<file path="src/rtl/mpe_pkg.sv">
package mpe_pkg;
   localparam int PKT_LEN = 5;
   localparam logic [7:0] HDR_BASE = 8'h87;
   localparam int BTN_L_BIT = 2;
   localparam int BTN_M_BIT = 1;
   localparam int BTN_R_BIT = 0;
   typedef logic [7:0] byte_t;
   typedef byte_t [PKT_LEN-1:0] pkt_t;
endpackage

</file>
<file path="src/rtl/mpe_clamp.sv">
module mpe_clamp #(
   parameter int DELTA_W = 16,
   parameter int LIMIT   = 127,
   parameter bit NEGATE  = 1'b0
) (
   input  logic [DELTA_W-1:0] din,
   output logic [7:0]         dout
);
   localparam int EW = DELTA_W + 1;
   localparam logic signed [EW-1:0] HI = EW'(LIMIT);
   localparam logic signed [EW-1:0] LO = -EW'(LIMIT);

   if (LIMIT < 1 || LIMIT > 127) begin : g_bad_limit
      $error("mpe_clamp: LIMIT must lie in 1..127");
   end

   logic signed [EW-1:0] ext;

   if (NEGATE) begin : g_neg
      always_comb ext = -$signed({din[DELTA_W-1], din});
   end else begin : g_pos
      always_comb ext = $signed({din[DELTA_W-1], din});
   end

   always_comb begin
      if (ext > HI)      dout = HI[7:0];
      else if (ext < LO) dout = LO[7:0];
      else               dout = ext[7:0];
   end
endmodule

</file>
<file path="src/rtl/mpe_packet_former.sv">
module mpe_packet_former
   import mpe_pkg::*;
#(
   parameter int DELTA_W = 16,
   parameter int LIMIT   = 127
) (
   input  logic [DELTA_W-1:0] dx,
   input  logic [DELTA_W-1:0] dy,
   input  logic               b_left,
   input  logic               b_mid,
   input  logic               b_right,
   output pkt_t               pkt
);
   byte_t hdr, xb, yb;

   always_comb begin
      hdr = HDR_BASE;
      hdr[BTN_L_BIT] = HDR_BASE[BTN_L_BIT] ^ b_left;
      hdr[BTN_M_BIT] = HDR_BASE[BTN_M_BIT] ^ b_mid;
      hdr[BTN_R_BIT] = HDR_BASE[BTN_R_BIT] ^ b_right;
   end

   mpe_clamp #(.DELTA_W(DELTA_W), .LIMIT(LIMIT), .NEGATE(1'b0)) u_clamp_x (
      .din (dx),
      .dout(xb)
   );

   mpe_clamp #(.DELTA_W(DELTA_W), .LIMIT(LIMIT), .NEGATE(1'b1)) u_clamp_y (
      .din (dy),
      .dout(yb)
   );

   assign pkt[0] = hdr;
   assign pkt[1] = xb;
   assign pkt[2] = yb;

   for (genvar i = 3; i < PKT_LEN; i++) begin : g_trail
      assign pkt[i] = 8'h00;
   end
endmodule

</file>
<file path="src/rtl/mpe_sequencer.sv">
module mpe_sequencer
   import mpe_pkg::*;
(
   input  logic  clk,
   input  logic  rst_n,
   input  logic  start,
   input  pkt_t  pkt_in,
   output logic  push,
   output byte_t push_data,
   output logic  busy
);
   localparam int IW = (PKT_LEN > 1) ? $clog2(PKT_LEN) : 1;
   localparam logic [IW-1:0] LAST = IW'(PKT_LEN - 1);

   pkt_t          held;
   logic [IW-1:0] idx;

   always_ff @(posedge clk) begin
      if (!rst_n) begin
         busy <= 1'b0;
         idx  <= '0;
         held <= '0;
      end else if (!busy) begin
         if (start) begin
            held <= pkt_in;
            idx  <= '0;
            busy <= 1'b1;
         end
      end else begin
         if (idx == LAST) begin
            busy <= 1'b0;
            idx  <= '0;
         end else begin
            idx <= idx + 1'b1;
         end
      end
   end

   assign push      = busy;
   assign push_data = held[idx];
endmodule

</file>
<file path="src/rtl/mpe_fifo.sv">
module mpe_fifo #(
   parameter int DEPTH = 16,
   parameter int W     = 8
) (
   input  logic                         clk,
   input  logic                         rst_n,
   input  logic                         push,
   input  logic [W-1:0]                 push_data,
   input  logic                         pop,
   output logic [W-1:0]                 head,
   output logic [$clog2(DEPTH+1)-1:0]   count,
   output logic                         not_empty
);
   localparam int AW = (DEPTH > 1) ? $clog2(DEPTH) : 1;
   localparam int CW = $clog2(DEPTH + 1);
   localparam logic [AW-1:0] PTR_LAST = AW'(DEPTH - 1);
   localparam logic [CW-1:0] FULL_CNT = CW'(DEPTH);

   if (DEPTH < 2) begin : g_bad_depth
      $error("mpe_fifo: DEPTH must be at least 2");
   end

   logic [W-1:0]  mem [DEPTH];
   logic [AW-1:0] wptr, rptr;
   logic          do_pop, do_push;

   assign not_empty = (count != '0);
   assign do_pop    = pop && not_empty;
   assign do_push   = push && ((count != FULL_CNT) || do_pop);
   assign head      = not_empty ? mem[rptr] : '0;

   always_ff @(posedge clk) begin
      if (do_push) mem[wptr] <= push_data;
   end

   always_ff @(posedge clk) begin
      if (!rst_n) begin
         wptr  <= '0;
         rptr  <= '0;
         count <= '0;
      end else begin
         if (do_push) wptr <= (wptr == PTR_LAST) ? '0 : wptr + 1'b1;
         if (do_pop)  rptr <= (rptr == PTR_LAST) ? '0 : rptr + 1'b1;
         case ({do_push, do_pop})
            2'b10:   count <= count + 1'b1;
            2'b01:   count <= count - 1'b1;
            default: count <= count;
         endcase
      end
   end
endmodule

</file>
<file path="src/rtl/mouse_pkt_encoder.sv">
module mouse_pkt_encoder
   import mpe_pkg::*;
#(
   parameter int DEPTH   = 16,
   parameter int DELTA_W = 16,
   parameter int LIMIT   = 127
) (
   input  logic               clk,
   input  logic               rst_n,
   input  logic               rpt_valid,
   input  logic [DELTA_W-1:0] rpt_dx,
   input  logic [DELTA_W-1:0] rpt_dy,
   input  logic               btn_left,
   input  logic               btn_mid,
   input  logic               btn_right,
   input  logic               rd_strobe,
   output logic [7:0]         rd_data,
   output logic               rx_avail,
   output logic               busy
);
   localparam int CW = $clog2(DEPTH + 1);

   if (DELTA_W < 8) begin : g_bad_width
      $error("mouse_pkt_encoder: DELTA_W must be at least 8");
   end

   pkt_t          formed;
   logic          q_push;
   byte_t         q_wdata;
   logic [CW-1:0] q_count;

   mpe_packet_former #(.DELTA_W(DELTA_W), .LIMIT(LIMIT)) u_former (
      .dx     (rpt_dx),
      .dy     (rpt_dy),
      .b_left (btn_left),
      .b_mid  (btn_mid),
      .b_right(btn_right),
      .pkt    (formed)
   );

   mpe_sequencer u_seq (
      .clk      (clk),
      .rst_n    (rst_n),
      .start    (rpt_valid),
      .pkt_in   (formed),
      .push     (q_push),
      .push_data(q_wdata),
      .busy     (busy)
   );

   mpe_fifo #(.DEPTH(DEPTH), .W(8)) u_fifo (
      .clk      (clk),
      .rst_n    (rst_n),
      .push     (q_push),
      .push_data(q_wdata),
      .pop      (rd_strobe),
      .head     (rd_data),
      .count    (q_count),
      .not_empty(rx_avail)
   );
endmodule

</file>
<file path="config.mk">
export PLATFORM = sky130hd
export DESIGN_NAME = mouse_pkt_encoder
export DESIGN_NICKNAME = d
export VERILOG_FILES = /design/src/rtl/mpe_pkg.sv /design/src/rtl/mpe_clamp.sv /design/src/rtl/mpe_packet_former.sv /design/src/rtl/mpe_sequencer.sv /design/src/rtl/mpe_fifo.sv /design/src/rtl/mouse_pkt_encoder.sv
export SDC_FILE = /design/constraint.sdc
export NUM_CORES = 1
export LEC_CHECK = 0
export BUFFER_PORTS_ARGS = -buffer_cell sky130_fd_sc_hd__buf_4
export CAP_MARGIN = 0
export CORE_MARGIN = 5
export CORE_UTILIZATION = 25
export CTS_BUF_LIST = sky130_fd_sc_hd__clkbuf_4
export DETAILED_ROUTE_END_ITERATION = 8
export PLACE_DENSITY_LB_ADDON = 0.05
export SETUP_SLACK_MARGIN = 0.3
export SYNTH_ARGS = -nofsm -noshare
export SYNTH_HDL_FRONTEND = slang
export SYNTH_HIERARCHICAL = 1
export SYNTH_SLANG_ARGS = --single-unit
</file>
<file path="constraint.sdc">
create_clock -name clk -period 3.9 [get_ports clk]
set_clock_uncertainty 0.15 [all_clocks]
set_input_delay 0.78 -clock clk [delete_from_list [all_inputs] [get_ports clk]]
set_output_delay 0.78 -clock clk [all_outputs]
set_load 0.01 [all_outputs]
</file>
==> metrics <==
count of final max-slew check failures=0; clk buf depth=2; relative slew slack=36.2%; actual slew at the worst max-slew pin=0.956 ns; register-to-register setup slack=1.00 ns; status=finished clean; Worst Hold Path Cells=4; Post-Synthesis Cell Area=8970 sq um; Worst Path Buf+Inv=2; post-synthesis instance total=700; height of the die=199 um; GR met1 Demand/Resource=15.0%; via-per-instance ratio=4.49; dominant cell type by area after synthesis=edfxtp_1; DIE WIDTH=199 um; number of vias in the routed layout=5,531; critical path capture point type=output port; post-route setup TNS=0 ns; io pins=49; total core area=35,500 sq um; Yosys warning count=6; all-layer global routing usage=11.1%; total die area=39,800 sq um; Cell Rows=69; count of H-tree levels built during CTS=4; Worst VDD drop=0.000277 V; combined area of the multi-input logic cells=3530 sq um; synth top area cells=edfxtp_1 43%, dfxtp_1 14%, mux4_2 8.3%, nand2_1 4.4%, a21boi_1 3.3%; cell family with most CP delay=flip-flops; start of the worst register-to-register path=u_fifo/count[0]; cell count of the worst reg-to-reg path=8; RSZ-0062 raised after global routing=false; max incr delay on CP=0.50 ns; number of remaining DRC errors=0; layout cells sized above 1=23.0%; endpoint of the most critical register-to-register path=u_fifo/count[4]; worst skew pair latency=0.59 ns; initial antenna violation count=1; Static Leakage=3.45 nW; initial cell density of the core=25.3%; beginning of the worst hold path=btn_left; largest net degree at the start of global routing=67; Distinct cells, synth=71; portion of the clock cycle consumed by the worst path in the final layout=87.6%; master cell of the clock root buffer=clkbuf_4; final RePlAce weighted congestion=0.699; grt met2 use=18.2%; ordered cell list for the critical path=buf_4 > mux4_2 > nor2b_1 > a211oi_1 > a211oi_1 > buf_4; power density cells=453 nW/um^2; clock input transition at the sequential cells of the worst setup and hold paths=0.16 ns; final wirelength=21,300 um; busiest metal layer after global routing=met2; type of origin of the critical path=flip-flop; share of synthesized registers carrying an async set or reset=0%; global-route track usage on met3=2.11%; sink of the worst hold path=u_seq/held[2]; vias in the first global route=5,796; half-perimeter wire length of the detailed placement result=14,400 um; most instantiated flip-flop cell in the synthesis netlist=edfxtp_1; number of buffers created by CTS=17; Clock Sinks=189; number of hold-slack violations in the final timing report=0; upper clock frequency limit=293 MHz; register bit count reported by yosys=189; cell types with the highest counts after synthesis=128 x edfxtp_1, 106 x nand2_1, 61 x dfxtp_1, 40 x a21boi_1, 33 x mux4_2; Setup Crit Path Kind=reg2out; worst hold path type=in2reg; number of placed instances with taps included=1,189; Iter 0 DRT Violations=200; setup violators final=0; mean cell area of the mapped netlist=12.8 sq um; number of fillers in the final layout=3,609; Seq/Total Area, Yosys=56.4%; final critical-path required period=3.42 ns; global-route wire length before repair=33,500 um; Crit Path Max Fanout=11; length of the first detailed-routing pass in iterations=4; Total Nets Final=808; area occupied by registers=5070 sq um; max-cap viol count=0; post-route antenna net violation count=0; number of synthesized flops with an enable pin=128; post-placement cell area=9790 sq um; CTS tree=yes; Slowest-stage cell, CP=dfxtp_4; final standard cell area without fillers=10,200 sq um; critical path data arrival time=2.49 ns; synthesis-to-finish area growth=14.0%; GR Overflow Total=0; IO Port Bufs=48; area share of the largest cell type after synthesis=42.8%; worst path required time=2.97 ns; average wire length per cell after detail routing=17.3 um; most numerous cell in the Yosys netlist=edfxtp_1; final instance count without filler cells=1,231
==> power by group <==
group	internal (mW)	leakage, nW	total, mW	switching [mW]
registers	2.22	1.68	2.30	0.0827
logic	0.485	1.59	1.06	0.577
clock network	0.581	0.177	1.26	0.679
total	3.29	3.45	4.63	1.34
==> flip-flops by register name (all words and copies together), names as in the netlist, named ones only <==
name          flops
u_fifo/mem      128
u_seq/held       40
u_fifo/count      5
u_fifo/rptr       4
u_fifo/wptr       4
u_seq/idx         3
u_seq/busy        1
==> cell families (layout without fill, tap and decap cells) <==
logic type      Yosys count  after routing  synth area share (%)
mux                      65             65                  12.0
fa+ha+maj                13             13                  1.90
flops                   189            189                  56.4
other cells               2             22                0.0837
buf+inv                  80            130                  5.20
compound gates          122            122                  10.9
xor+xnor                 12             12                  1.17
simple gates            217            217                  12.4
==> worst register-to-register path, delay by kind of cell, from the launching register on <==
| kind | cells | cell delay (ns) |
|---|---|---|
| mux | 1 | 0.23 |
| buf+inv | 1 | 0.21 |
| simple gates | 2 | 0.72 |
| flops | 1 | 0.41 |
| compound gates | 3 | 0.69 |
| fa+ha+maj | 1 | 0.41 |
==> routing by layer <==
| metal | vias to the layer above | wire, um |
|---|---|---|
| li1 | 2679 | - |
| met4 | 0 | 220 |
| met5 | - | 0 |
| met3 | 10 | 506 |
| met1 | 2779 | 10300 |
| met2 | 63 | 10300 |
==> cell usage in the layout (no fill, tap or decap), types with 6 or more instances in the layout <==
| cell type | n |
|---|---|
| a211oi_1 | 19 |
| a21boi_1 | 40 |
| a221o_1 | 7 |
| a2bb2oi_1 | 6 |
| buf_4 | 81 |
| clkbuf_4 | 18 |
| conb_1 | 21 |
| dfxtp_1 | 60 |
| edfxtp_1 | 128 |
| ha_1 | 12 |
| inv_1 | 15 |
| mux2_2 | 7 |
| mux2i_1 | 25 |
| mux4_2 | 33 |
| nand2_1 | 106 |
| nand2b_1 | 8 |
| nand3_1 | 6 |
| nor2_1 | 23 |
| nor2b_1 | 11 |
| nor3_1 | 10 |
| nor3b_1 | 7 |
| nor4_1 | 7 |
| xnor2_1 | 6 |
| xor2_1 | 6 |
==> how the worst max path moves through the flow <==
stage | from | to | slack [ns] | cells past startpoint
final | flip-flop | rd_data[0] | 0.48 | 6
after global routing | flip-flop | rd_data[4] | 0.30 | 6
after CTS | flip-flop | rd_data[1] | 0.32 | 5
after detailed placement | rpt_dy[1] | u_seq/held[18] | 0.59 | 11
after global placement | rpt_dy[1] | u_seq/held[18] | 0.69 | 11
after floorplan | rpt_dy[0] | u_seq/held[18] | 0.79 | 12
==> stage by stage <==
| step | total power [mW] | util [%] | setup slack (ns) | hold WS (ns) |
|---|---|---|---|---|
| after floorplan | 3.05 | - | 0.788 | 0.282 |
| after global placement | 3.39 | 27.6 | 0.686 | 0.291 |
| after detailed placement | 3.41 | 27.6 | 0.595 | 0.295 |
| after CTS | 4.70 | 28.7 | 0.322 | 0.168 |
| after global routing | 4.90 | 28.8 | 0.298 | 0.209 |
| final | 4.63 | 28.8 | 0.483 | 0.262 |
==> repair_timing <==
item                       CTS  global route
gates resized for setup      2             1
setup buffers                4             5
hold buffers                 0             0
setup endpoints to repair    8             7
==> area by class of cell <==
| cell class | count | share of cell area [%] |
|---|---|---|
| multi-input cells | 450 | 34.5 |
| inverters | 15 | 0.551 |
| repair buffers | 83 | 6.25 |
| clock inverters | 14 | 2.09 |
| well taps | 461 | 5.64 |
| diodes | 1 | 0.0245 |
| flip-flops and latches | 189 | 49.6 |
| clock buffers | 18 | 1.32 |
No activity file was read; power rests on OpenSTA's default activity.
